File: src/rtl/ilag_pkg.sv
package ilag_pkg;

   typedef enum logic [1:0] {
      FMT_RR = 2'b00,
      FMT_RX = 2'b01,
      FMT_RS = 2'b10,
      FMT_SS = 2'b11
   } ifmt_e;

   // halfword count for each format class
   function automatic logic [1:0] fmt_len(input ifmt_e f);
      case (f)
         FMT_RR:  fmt_len = 2'd1;
         FMT_SS:  fmt_len = 2'd3;
         default: fmt_len = 2'd2;
      endcase
   endfunction

endpackage

File: src/rtl/ilag_decode.sv
module ilag_decode #(
   parameter int HW_W   = 16,
   parameter int SEL_W  = 4,
   parameter int DISP_W = 12
) (
   input  logic [HW_W-1:0]   hw0,
   input  logic [HW_W-1:0]   hw1,
   input  logic [HW_W-1:0]   hw2,
   output ilag_pkg::ifmt_e   fmt,
   output logic [1:0]        len_hw,
   output logic [SEL_W-1:0]  r1,
   output logic [SEL_W-1:0]  r2,
   output logic [SEL_W-1:0]  xsel,
   output logic [SEL_W-1:0]  bsel0,
   output logic [SEL_W-1:0]  bsel1,
   output logic [DISP_W-1:0] disp0,
   output logic [DISP_W-1:0] disp1,
   output logic              use_idx,
   output logic [1:0]        op_en
);
   import ilag_pkg::*;

   if (SEL_W + DISP_W != HW_W) begin : g_bad_split
      $error("ilag_decode: base and displacement must fill one halfword");
   end
   if (2 * SEL_W + 2 > HW_W) begin : g_bad_regs
      $error("ilag_decode: register fields do not fit beside the op code");
   end

   always_comb begin
      fmt     = ifmt_e'(hw0[HW_W-1 -: 2]);
      len_hw  = fmt_len(fmt);
      r1      = hw0[2*SEL_W-1:SEL_W];
      r2      = hw0[SEL_W-1:0];
      xsel    = hw0[SEL_W-1:0];
      bsel0   = hw1[HW_W-1 -: SEL_W];
      disp0   = hw1[DISP_W-1:0];
      bsel1   = hw2[HW_W-1 -: SEL_W];
      disp1   = hw2[DISP_W-1:0];
      use_idx = (fmt == FMT_RX);
      op_en   = {fmt == FMT_SS, fmt != FMT_RR};
   end

endmodule

File: src/rtl/ilag_agen.sv
module ilag_agen #(
   parameter int REG_W  = 32,
   parameter int ADDR_W = 24,
   parameter int DISP_W = 12
) (
   input  logic [REG_W-1:0]  base_val,
   input  logic [REG_W-1:0]  idx_val,
   input  logic              use_idx,
   input  logic [DISP_W-1:0] disp,
   output logic [ADDR_W-1:0] ea
);
   if (ADDR_W > REG_W) begin : g_bad_addr
      $error("ilag_agen: address wider than register");
   end
   if (DISP_W > ADDR_W) begin : g_bad_disp
      $error("ilag_agen: displacement wider than address");
   end

   logic [ADDR_W-1:0] idx_term;
   logic [ADDR_W-1:0] disp_term;

   always_comb begin
      idx_term  = use_idx ? idx_val[ADDR_W-1:0] : '0;
      disp_term = ADDR_W'(disp);
      // carry out of the top bit is dropped: modulo 2**ADDR_W
      ea        = base_val[ADDR_W-1:0] + idx_term + disp_term;
   end

endmodule

File: src/rtl/ilag_check.sv
module ilag_check #(
   parameter int          ADDR_W      = 24,
   parameter int unsigned STORE_BYTES = 32'd1048576
) (
   input  logic [ADDR_W-1:0] ea,
   input  logic [1:0]        size_code,
   output logic              misal,
   output logic              beyond
);
   localparam logic [ADDR_W:0] CAP      = (ADDR_W+1)'(STORE_BYTES);
   localparam bit              CAP_FULL = (64'(STORE_BYTES) >= (64'd1 << ADDR_W));

   if (64'(STORE_BYTES) > (64'd1 << ADDR_W)) begin : g_bad_cap
      $error("ilag_check: storage size exceeds address space");
   end
   if (ADDR_W < 3) begin : g_bad_w
      $error("ilag_check: address too narrow for doubleword alignment");
   end

   logic [2:0] low_mask;

   always_comb begin
      case (size_code)
         2'd0:    low_mask = 3'b000;
         2'd1:    low_mask = 3'b001;
         2'd2:    low_mask = 3'b011;
         default: low_mask = 3'b111;
      endcase
      misal = |(ea[2:0] & low_mask);
   end

   if (CAP_FULL) begin : g_cap_full
      // all addresses installed; an aligned operand never crosses the top
      assign beyond = 1'b0;
   end else begin : g_cap_part
      logic [ADDR_W:0] end_excl;
      always_comb begin
         end_excl = {1'b0, ea} + ((ADDR_W+1)'(1) << size_code);
         beyond   = (end_excl > CAP);
      end
   end

endmodule

File: src/rtl/insn_addr_gen.sv
module insn_addr_gen #(
   parameter int          HW_W        = 16,
   parameter int          REG_W       = 32,
   parameter int          ADDR_W      = 24,
   parameter int          SEL_W       = 4,
   parameter int          DISP_W      = 12,
   parameter int unsigned STORE_BYTES = 32'd1048576
) (
   input  logic              clk,
   input  logic              rst_n,
   input  logic              in_valid,
   input  logic [HW_W-1:0]   in_hw0,
   input  logic [HW_W-1:0]   in_hw1,
   input  logic [HW_W-1:0]   in_hw2,
   input  logic [ADDR_W-1:0] in_iaddr,
   input  logic [1:0]        in_opsize,
   output logic [SEL_W-1:0]  rf_sel_x,
   output logic [SEL_W-1:0]  rf_sel_b1,
   output logic [SEL_W-1:0]  rf_sel_b2,
   input  logic [REG_W-1:0]  rf_val_x,
   input  logic [REG_W-1:0]  rf_val_b1,
   input  logic [REG_W-1:0]  rf_val_b2,
   output logic              out_valid,
   output logic [1:0]        out_fmt,
   output logic [1:0]        out_len,
   output logic [SEL_W-1:0]  out_r1,
   output logic [SEL_W-1:0]  out_r2,
   output logic [ADDR_W-1:0] out_ea1,
   output logic              out_ea1_vld,
   output logic [ADDR_W-1:0] out_ea2,
   output logic              out_ea2_vld,
   output logic              out_spec_exc,
   output logic              out_addr_exc
);
   import ilag_pkg::*;

   localparam int N_OPS = 2;

   ifmt_e             fmt_d;
   logic [1:0]        len_d;
   logic [SEL_W-1:0]  r1_d, r2_d, xsel_d;
   logic [SEL_W-1:0]  bsel   [N_OPS];
   logic [DISP_W-1:0] disp   [N_OPS];
   logic [REG_W-1:0]  bval   [N_OPS];
   logic [ADDR_W-1:0] ea_d   [N_OPS];
   logic [N_OPS-1:0]  misal_d, beyond_d, op_en;
   logic              use_idx;
   logic              spec_d, addr_d;

   ilag_decode #(.HW_W(HW_W), .SEL_W(SEL_W), .DISP_W(DISP_W)) u_dec (
      .hw0(in_hw0), .hw1(in_hw1), .hw2(in_hw2),
      .fmt(fmt_d), .len_hw(len_d), .r1(r1_d), .r2(r2_d), .xsel(xsel_d),
      .bsel0(bsel[0]), .bsel1(bsel[1]), .disp0(disp[0]), .disp1(disp[1]),
      .use_idx(use_idx), .op_en(op_en)
   );

   assign rf_sel_x  = xsel_d;
   assign rf_sel_b1 = bsel[0];
   assign rf_sel_b2 = bsel[1];
   assign bval[0]   = rf_val_b1;
   assign bval[1]   = rf_val_b2;

   for (genvar g = 0; g < N_OPS; g++) begin : g_op
      // only the first operand may carry an index
      ilag_agen #(.REG_W(REG_W), .ADDR_W(ADDR_W), .DISP_W(DISP_W)) u_agen (
         .base_val(bval[g]),
         .idx_val (rf_val_x),
         .use_idx (use_idx && (g == 0)),
         .disp    (disp[g]),
         .ea      (ea_d[g])
      );
      ilag_check #(.ADDR_W(ADDR_W), .STORE_BYTES(STORE_BYTES)) u_chk (
         .ea       (ea_d[g]),
         .size_code(in_opsize),
         .misal    (misal_d[g]),
         .beyond   (beyond_d[g])
      );
   end

   always_comb begin
      spec_d = in_iaddr[0] | (|(op_en & misal_d));
      addr_d = ~spec_d & (|(op_en & beyond_d));
   end

   always_ff @(posedge clk or negedge rst_n) begin
      if (!rst_n) begin
         out_valid    <= 1'b0;
         out_fmt      <= '0;
         out_len      <= '0;
         out_r1       <= '0;
         out_r2       <= '0;
         out_ea1      <= '0;
         out_ea1_vld  <= 1'b0;
         out_ea2      <= '0;
         out_ea2_vld  <= 1'b0;
         out_spec_exc <= 1'b0;
         out_addr_exc <= 1'b0;
      end else begin
         out_valid <= in_valid;
         if (in_valid) begin
            out_fmt      <= fmt_d;
            out_len      <= len_d;
            out_r1       <= r1_d;
            out_r2       <= r2_d;
            out_ea1      <= op_en[0] ? ea_d[0] : '0;
            out_ea1_vld  <= op_en[0];
            out_ea2      <= op_en[1] ? ea_d[1] : '0;
            out_ea2_vld  <= op_en[1];
            out_spec_exc <= spec_d;
            out_addr_exc <= addr_d;
         end
      end
   end

endmodule

File: config.mk
export PLATFORM = sky130hd
export DESIGN_NAME = insn_addr_gen
export DESIGN_NICKNAME = d
export VERILOG_FILES = /design/src/rtl/ilag_pkg.sv /design/src/rtl/ilag_decode.sv /design/src/rtl/ilag_agen.sv /design/src/rtl/ilag_check.sv /design/src/rtl/insn_addr_gen.sv
export SDC_FILE = /design/constraint.sdc
export NUM_CORES = 1
export LEC_CHECK = 0
export ABC_CLOCK_PERIOD_IN_PS = 3300
export BUFFER_PORTS_ARGS = -buffer_cell sky130_fd_sc_hd__buf_2
export CAP_MARGIN = 30
export CORE_MARGIN = 2
export CORE_UTILIZATION = 30
export DETAILED_ROUTE_END_ITERATION = 16
export SLEW_MARGIN = 20
export SYNTH_ARGS = -nofsm -noshare
export SYNTH_HDL_FRONTEND = slang
export SYNTH_SLANG_ARGS = --single-unit
export TNS_END_PERCENT = 30
File: constraint.sdc
create_clock -name clk -period 3.3 [get_ports clk]
set_input_delay 0.165 -clock clk [delete_from_list [all_inputs] [get_ports clk]]
set_output_delay 0.165 -clock clk [all_outputs]
set_load 0.05 [all_outputs]
### Word-level counts from Yosys, hierarchy flattened

Index checks and enable logic that the tools add are counted.

* register bits: 65
* input port bits: 173
* output and inout port bits: 77

* reductions and logical operators: 7
* equality and inequality tests: 4
* add/sub/neg operators: 5
* bitwise operators: 7
* mux-type cells: 5
* magnitude comparators: 2
* shift-type cells: 1

Operators with widths (number)
* 2-to-1 mux 24 bit: 3
* adder 24 x 25 -> 25 bit: 2
* > comparator 25 x 21 -> 1 bit (second input constant): 2
* adder 24 x 12 -> 24 bit: 2
* << shifter 1 x 2 -> 25 bit (first input constant): 1
* adder 24 bit: 1
* one-hot mux 3 bit (3 select lines): 1
* AND 3 bit: 2
* OR reduction 3 bit: 2
* AND 2 bit: 2
* == test 2 x 1 -> 1 bit (second input constant): 2
* == test 2 bit (second input constant): 2
* logical NOT 2 bit: 2
* one-hot mux 2 bit (2 select lines): 1
* OR reduction 2 bit: 2
* nonzero test 2 bit: 1
* AND 1 bit: 1
* inverter 1 bit: 1
* bitwise OR 1 bit: 1

### Depth between registers and ports, before layout

Gate-level depths: netlist of run 1.

* depth after elaboration: 11
* depth in mapped cells: 19
* gate-level depth less buffers: 19

### Hierarchy

A second synthesis of run 1 with hierarchy kept.

* cells, all modules: 943
* area, all modules: 7825.0 µm²

Modules (own cells, without submodules)
* insn_addr_gen: area each 2598.7 µm², sequential area each 1626.6 µm², instances 1, cells each 248
* ilag_agen at g_op[0].u_agen: area each 1813.0 µm², sequential area each 0.0 µm², instances 1, cells each 233
* ilag_agen at g_op[1].u_agen: area each 1744.2 µm², sequential area each 0.0 µm², instances 1, cells each 220
* ilag_check: area each 631.9 µm², sequential area each 0.0 µm², instances 2, cells each 94
* ilag_decode: area each 405.4 µm², sequential area each 0.0 µm², instances 1, cells each 54

### Least setup slack after synthesis of run 1

OpenSTA, ideal clock, no wires.

* kind: input -> register
* from: input port in_hw0[15]
* to: register out_addr_exc
* slack: -1331 ps
* required time: 3161 ps
* arrival: 4492 ps
* stages: 17
* path buffers: 1
* setup time: 139 ps
* path through: inv_1 > ha_1 > clkbuf_1 > and2_1 > fa_1 > ha_1 > o21a_1 > a2111oi_0 > a311oi_1 > or4_4 > nor4_4 > nand3_1 > or4b_1 > a21boi_0 > o31a_1 > a31oi_1 > or4b_1

* cells in the longest elaborated chain, start to end: 11
* elaborated cells between the ends (all ways): 17
* classes of those cells: add/sub: 3; order compare: 1; eq/ne: 2; mux: 1; bitwise: 6; reduce/logical: 4

RTL lines
* start: declaration: line insn_addr_gen.sv:12 `input logic [HW_W-1:0] in_hw0,`
* branches (longest 10 deep; another with adder 24 x 25 -> 25 bit)
* AND 1 bit *: line insn_addr_gen.sv:82 `addr_d = ~spec_d & (|(op_en & beyond_d));`
* end signal: assignment: line insn_addr_gen.sv:110 `out_addr_exc <= addr_d;`
* end: declaration: line insn_addr_gen.sv:33 `output logic out_addr_exc`

Mark *: on every way between the ends.
A chain may end at the register's enable or synchronous reset.

### Worst setup path in the final report of run 1

Same ends and word-level chain as after synthesis.

==> reports/metrics.csv, run 1 <==
stage,metric,value,unit
pwr,switchingPower,1.714,mW
timing,worst_slack,-0.9593,ns
setup_path,start_kind,input port,
clock_network,cts_tree,yes,
setup_path,max_stage_delay,0.51,ns
drt,met2RoutedLength,9470,µm
clock_network,cts-buffers-inserted,9,
pwr,clock_power_share,0.222,
timing,slew_violations,0,
flow_run,drv.max_cap_violation_count,0,
floorplanning,placement_rows,52,
pwr,power.share.switching,0.4181,
pwr,design_power_total,4.099,mW
global_routing,grt_pass1_vias,6551,
timing,finalCritPeriodShare,1.291,
synthesis,post_synth_mux_area_share,0.02697,
setup_path,worstPathRequired,3.50,ns
setup_path,setup.worst_path.class,input port to flip-flop,
worst_hold_path,min_path_type,input port to asynchronous set/reset pin,
synthesis,synth.lib_cells_used.distinct,73,
clock_network,clock_tree_buf_depth,2,
layout,nets,1300,
outcome,failed_checks,negative setup slack,
floorplanning,core_area,0.02023,mm²
synthesis,syn_nets,953,
pwr,internal_power_component,2.386,mW
drt,drc,0,
synthesis,synthesis.area_per_instance,8.739,µm²
floorplanning,floorplan.initialDensity,0.3049,
clock_network,insertion_delay,0.33,ns
pwr,peakVddDrop,250.4,µV
drt,drt_first_iter_violations,198,
outcome,outcome,"complete, but fails checks",
synthesis,synth-edff-count,0,
placed_design,detailed_place.area,0.008615,mm²
layout,final_core_util,0.4575,
global_routing,track_usage,0.1725,
drt,dr.max_layer_used,met4,
drt,wire_length_reported_by_the_detailed_router,18720,µm
synthesis,ys_dominant_reg_cell,dfrtp_1,
floorplanning,dieHeight,147.4,µm
setup_path,crit_chain,"buf_8, inv_4, ha_4, buf_12, buf_4, and2_1, fa_1, ha_1, a21oi_1, o21ai_0, a2111oi_1, a211oi_1, o2111ai_1, or3_1, or4b_1, a21boi_1, o31a_1, a31oi_1, or4b_1",
synthesis,sequential_area_share_after_synthesis,0.2596,
setup_path,critical_path_peak_fanout,6,
drt,routed-via-count,6365,
setup_path,critical-path-slowest-cell,or4b_1,
layout,final_layout_size_suffix_gt1_frac,0.4319,
clock_network,cts.sink_count,64,
drt,routed-wl-met3,681,µm
timing,maxSlewHeadroom,0.4190,
pwr,total_leakage_power,4.505,nW
floorplanning,floorplan.io_pins,250,
timing,finalWorstPathRequiredPeriod,4.259,ns
synthesis,netlist_area,0.006170,mm²
layout,stdcell_area,0.009256,mm²
placed_design,finalWeightedCongestion,0.8573,
synthesis,synth-adder-area-share,0.1695,
setup_path,length_in_cells_of_the_worst_reg_to_reg_path,4,
floorplanning,die_area,0.02173,mm²
global_routing,grt_first_pass_wirelength,30680,µm
setup_path,worstPathArrival,4.46,ns
layout,mostFrequentLayoutCells,"buf_4, buf_2, dfrtp_1",
synthesis,warnings_from_yosys,0,
global_routing,grt_antenna_before_repair,0,
layout,fin_cells,1328,
synthesis,dominant_combinational_cell_family_by_area_after_synthesis,compound AO/OA/AOI/OAI gates,
setup_path,most_frequent_cp_cell,or4b_1,
pwr,comb_power_share,0.544,
timing,fin_skew,0,ns
setup_path,setup.worst_path.end_class,flip-flop,
placed_design,io_buffer_count,180,
timing,max_slew.worst_pin.slew,0.8716,ns
synthesis,synth_cells,706,
synthesis,share_of_the_synthesized_area_in_compound_gates_ao_oa_aoi_oai,0.2137,
drt,met1Wirelength,8354,µm
synthesis,seq_cells_post_synth,64,
layout,mostFrequentLayoutCell,buf_4,
layout,flow.area_growth_from_synthesis,50.03,%
drt,drt_first_pass_iters,5,
synthesis,yosys.area_share.xor_xnor,0.07625,
global_routing,grt_remaining_overflow,0,
timing,clock.fmax,0.2348,GHz
layout,antenna_cells_inserted,0,
clock_network,clk_transition_reported_paths,0.06,ns
timing,rsz0062_at_grt,yes,
global_routing,grt_start_max_net_pins,65,
clock_network,cts-root-buf,clkbuf_16,
timing,hold_viol_final,0,
pwr,sequential_power_share,0.235,
clock_network,cts-htree-levels,3,
synthesis,ys_async_rst_share,1.000,
drt,routed_via_density,4.793,
timing,worst_hold_slack,0.01562,ns
drt,final_ant_viol_nets,0,
floorplanning,die_width,147.4,µm
synthesis,synth-simple-area-share,0.1847,
timing,setup-violations-final,5,
drt,routed_wire_per_std_cell,14.10,µm
pwr,powerDensity,442.9,mW/mm²
placed_design,placed_cells_incl_taps,1300,
placed_design,dp.final_hpwl,14900,µm
Yosys cell counts (all sizes together) (13+ instances only):
master | n | area (µm²)
xnor2 | 29 | 254.0
o22ai | 42 | 262.8
clkbuf | 21 | 78.83
nor2 | 42 | 157.7
a21oi | 35 | 175.2
o21ai | 41 | 209.0
nand3 | 22 | 110.1
nand2 | 24 | 90.09
nor3 | 14 | 70.07
fa | 16 | 320.3
a21o | 13 | 97.59
xor2 | 22 | 192.7
ha | 58 | 725.7
buf | 19 | 122.6
and2 | 26 | 162.7
mux2 | 13 | 146.4
inv | 60 | 225.2
dfrtp | 64 | 1602
layout make-up:
type / instances / area (µm²)
Sequential cell: 64 / 1602
Timing Repair Buffer: 376 / 2445
Inverter: 60 / 227.7
Tap cell: 270 / 337.8
Fill cell: 2002 / 10980
Multi-Input combinational cell: 542 / 4360
Clock inverter: 6 / 45.04
Clock buffer: 10 / 239.0
path summary, 6_finish.rpt:
kind                               from      endpoint  slack, ns
min                               rst_n    out_ea2[7]       0.02
max in group asynchronous         rst_n    out_ea1[6]       2.73
max                          in_hw0[15]  out_addr_exc      -0.96
min in group clk              in_hw0[4]     out_r1[0]       0.06
max reg2reg                out_addr_exc  out_addr_exc       1.70
min reg2reg                   out_r1[3]     out_r1[3]       0.51
state kept, by name (all words and copies together), names as in the netlist:
signal,count
out_valid,1
out_spec_exc,1
out_ea1,24
out_ea2_vld,1
out_r2,4
out_fmt,2
out_addr_exc,1
out_r1,4
out_ea2,24
out_len,2
critical path: cells and delay by family:
kind                     cells  cell delay, ns
AO/OA/AOI/OAI                8            1.36
adder cells (fa/ha/maj)      3            0.93
buffers and inverters        4            0.38
AND/OR/NAND/NOR              4            1.59
layer usage:
metal  global-route usage  up-vias
li1                     -     3250
met1               0.2151     2948
met2               0.3231      149
met3              0.01605       18
met4              0.03702        0
met5                    0        -
logic make-up after synthesis:
kind of cell / Yosys count
xor+xnor: 52
buf+inv: 100
compound gates: 199
fa+ha+maj: 74
mux: 15
simple gates: 202
flops: 64
through the flow:
| stage | worst slack [ns] | setup TNS [ns] |
|---|---|---|
| final | -0.9593 | -2.058 |
| after global placement | -1.639 | -7.531 |
| after floorplan | -1.238 | -1.643 |
| after detailed placement | -1.702 | -8.524 |
| after CTS | -0.9662 | -1.872 |
| after global routing | -1.137 | -2.943 |
power groups by stage:
stage,clock (mW),combinational (mW),sequential [mW]
global placement,0,2.10,0.973
CTS,0.931,2.22,0.962
finish,0.909,2.23,0.961
global route,0.955,2.43,0.975
floorplan,0,0.904,1.34
detailed placement,0,2.11,0.973
timing repair:
action	in CTS	in global routing
hold buffers	0	0
pin swaps	24	7
cloned	1	0
setup buffers	11	1
resized for setup	46	11
setup endpoints to repair	10	6
(Power assumes the default switching activity.)
==> run 2, diff against run 1 <==
--- a/config.mk
+++ b/config.mk
@@ -5,7 +5,7 @@
 export SDC_FILE = /design/constraint.sdc
 export NUM_CORES = 1
 export LEC_CHECK = 0
-export ABC_CLOCK_PERIOD_IN_PS = 3300
+export ABC_CLOCK_PERIOD_IN_PS = 5300
 export BUFFER_PORTS_ARGS = -buffer_cell sky130_fd_sc_hd__buf_2
 export CAP_MARGIN = 30
 export CORE_MARGIN = 2
==> constraint.sdc (replaced) <==
create_clock -name clk -period 5.3 [get_ports clk]
set_input_delay 0.265 -clock clk [delete_from_list [all_inputs] [get_ports clk]]
set_output_delay 0.265 -clock clk [all_outputs]
set_load 0.05 [all_outputs]
==> reports/metrics.csv, run 2 (synthesis results as in run 1) <==
stage,metric,value,unit,change
setup_path,worstPathRequired,5.50,ns,was 3.50 ns
pwr,power.share.switching,0.4271,,was 0.4181
setup_path,cp_num_buf_inv,3,,was 4
placed_design,finalWeightedCongestion,0.8513,,was 0.8573
clock_network,cts_resized,0,,was 46
drt,final_ant_viol_nets,0,,unchanged
pwr,clock_power_share,0.269,,was 0.222
clock_network,cts-root-buf,clkbuf_16,,unchanged
floorplanning,core_area,0.02023,mm²,unchanged
global_routing,grt_most_used_layer,met2,,unchanged
layout,nets,1122,,was 1300
drt,routed_wire_per_std_cell,14.73,µm,was 14.10 µm
clock_network,cts-htree-levels,3,,unchanged
global_routing,grt_start_max_net_pins,65,,unchanged
timing,max_slew.worst_pin.slew,0.8443,ns,was 0.8716 ns
floorplanning,die_width,147.4,µm,unchanged
floorplanning,dieHeight,147.4,µm,unchanged
setup_path,setup.worst_path.end_class,flip-flop,,unchanged
flow_run,drv.max_cap_violation_count,0,,unchanged
drt,routed-via-count,5719,,was 6365
timing,rsz0062_at_grt,no,,was yes
setup_path,crit_chain,"buf_2, inv_1, ha_1, buf_12, and2_1, fa_1, ha_1, fa_1, a211oi_1, o21ai_0, a2111oi_0, a211oi_1, o2111ai_1, or3_1, or4b_1, a21boi_0, o31a_1, a31oi_1, or4b_1",,"was buf_8, inv_4, ha_4, buf_12, buf_4, and2_1, fa_1, ha_1, a21oi_1, o21ai_0, a2111oi_1, a211oi_1, o2111ai_1, or3_1, or4b_1, a21boi_1, o31a_1, a31oi_1, or4b_1"
pwr,comb_power_share,0.472,,was 0.544
global_routing,grt_util_met2,0.2773,,was 0.3231
timing,aggregate_negative_setup_slack,0,ns,was -2.058 ns
clock_network,number_of_buffers_inserted_by_post_cts_setup_repair,0,,was 11
placed_design,dp.final_hpwl,13440,µm,was 14900 µm
floorplanning,placement_rows,52,,unchanged
timing,fin_skew,0,ns,unchanged
setup_path,cp_top_family,compound AO/OA/AOI/OAI gates,,was simple AND/OR/NAND/NOR gates
outcome,outcome,finished clean,,"was complete, but fails checks"
clock_network,hold_buffers,0,,unchanged
placed_design,io_buffer_count,180,,unchanged
drt,routed_via_density,4.973,,was 4.793
setup_path,timing.critical_path.from,in_hw0[15],,unchanged
setup_path,start_kind,input port,,unchanged
placed_design,placed_cells_incl_taps,1133,,was 1300
setup_path,regToRegStartpoint,out_addr_exc,,unchanged
pwr,switchingPower,979.8,µW,was 1.714 mW
setup_path,critical-path-slowest-cell,o21ai_0,,was or4b_1
layout,final_layout_size_suffix_gt1_frac,0.2795,,was 0.4319
worst_hold_path,min_path_type,input port to asynchronous set/reset pin,,unchanged
timing,slew_violations,0,,unchanged
floorplanning,floorplan.io_pins,250,,unchanged
global_routing,grt_remaining_overflow,0,,unchanged
global_routing,grt_first_pass_wirelength,27590,µm,was 30680 µm
clock_network,clk_transition_reported_paths,0.06,ns,about the same
floorplanning,die_area,0.02173,mm²,unchanged
drt,drt_first_iter_violations,308,,was 198
global_routing,met3_usage,0.01759,,was 0.01605
timing,clock.fmax,0.2028,GHz,
drt,wire_length_reported_by_the_detailed_router,16950,µm,was 18720 µm
pwr,peakVddDrop,147.0,µV,was 250.4 µV
pwr,total_leakage_power,3.595,nW,was 4.505 nW
global_routing,track_usage,0.1565,,was 0.1725
timing,maxSlewHeadroom,0.4371,,was 0.4190
clock_network,cts_tree,yes,,unchanged
layout,flow.area_growth_from_synthesis,24.32,%,was 50.03%
floorplanning,floorplan.initialDensity,0.3049,,unchanged
layout,antenna_cells_inserted,0,,unchanged
clock_network,insertion_delay,0.34,ns,was 0.33 ns
layout,mostFrequentLayoutCell,buf_2,,was buf_4
setup_path,setup.worst_path.class,input port to flip-flop,,unchanged
timing,setup-violations-final,0,,was 5
setup_path,critical_path_peak_fanout,24,,was 6
layout,reg_top3,"out_ea1 (24), out_ea2 (24)",,unchanged
global_routing,grt_antenna_before_repair,0,,unchanged
layout,fin_cells,1150,,was 1328
global_routing,grt_util_met1,0.1996,,was 0.2151
pwr,powerDensity,299.1,mW/mm²,was 442.9 mW/mm²
drt,drt_first_pass_iters,4,,was 5
setup_path,worstPathArrival,5.14,ns,was 4.46 ns
timing,finalWorstPathRequiredPeriod,4.931,ns,
global_routing,grt_pass1_vias,5648,,was 6551
timing,finalCritPeriodShare,0.9305,,
pwr,sequential_power_share,0.259,,was 0.235
drt,drc,0,,unchanged
clock_network,clock_tree_buf_depth,2,,unchanged
clock_network,cts.sink_count,64,,unchanged
timing,hold_viol_final,0,,unchanged
layout,mostFrequentLayoutCells,"buf_2, dfrtp_1, inv_1",,"was buf_4, buf_2, dfrtp_1"
setup_path,max_stage_delay,0.54,ns,was 0.51 ns
clock_network,cts-buffers-inserted,9,,unchanged
pwr,internal_power_component,1.314,mW,was 2.386 mW
## run 2: power by group through the flow
| stage | registers (mW) | clock network [mW] | logic [mW] |
|---|---|---|---|
| after floorplan | 0.835 | 0 | 0.559 |
| after global placement | 0.601 | 0 | 1.08 |
| after detailed placement | 0.601 | 0 | 1.08 |
| after CTS | 0.594 | 0.627 | 1.09 |
| after global routing | 0.602 | 0.650 | 1.19 |
| final | 0.593 | 0.618 | 1.08 |
## run 2: area by class of cell
cell class	instances	area, µm²
Timing Repair Buffer	198	1056
Tap cell	270	337.8
Multi-Input combinational cell	542	4141
Sequential cell	64	1602
Clock buffer	11	252.7
Inverter	60	225.2
Clock inverter	5	55.05
Fill cell	2078	12560
## run 2: final timing paths
check / endpoint / slack [ns] / cells after the start
worst min-delay path: out_ea2[12] / 0.12 / 2
min in group clk: out_r1[3] / 0.16 / 2
max in group asynchronous: out_ea1[2] / 4.63 / 2
worst max-delay path: out_addr_exc / 0.37 / 19
worst min register to register: out_spec_exc / 0.48 / 2
worst max register to register: out_addr_exc / 3.71 / 4
## run 2: metal layers
layer  vias to the layer above  wire (µm)
met4                         0        280
li1                       2896          -
met2                       155       8224
met3                        18        692
met5                         -          0
met1                      2650       7747
## run 2: stage by stage
stage	utilization	power, mW	setup WS [ns]	area (µm²)	hold slack [ns]
after floorplan	-	1.394	0.5693	6170	-0.03059
after global placement	0.3631	1.676	0.1072	7347	0.4708
after detailed placement	0.3631	1.685	0.05920	7347	0.4761
after CTS	0.3783	2.309	0.3916	7655	0.1498
after global routing	0.3791	2.443	0.04435	7670	0.1568
final	0.3791	2.294	0.3685	7670	0.1246
## run 2: worst register-to-register path: stages (launching register included)
cell,delay [ns]
dfrtp_1,0.37
nor2b_1,0.15
a211oi_1,0.25
a31oi_1,0.16
or4b_1,0.53
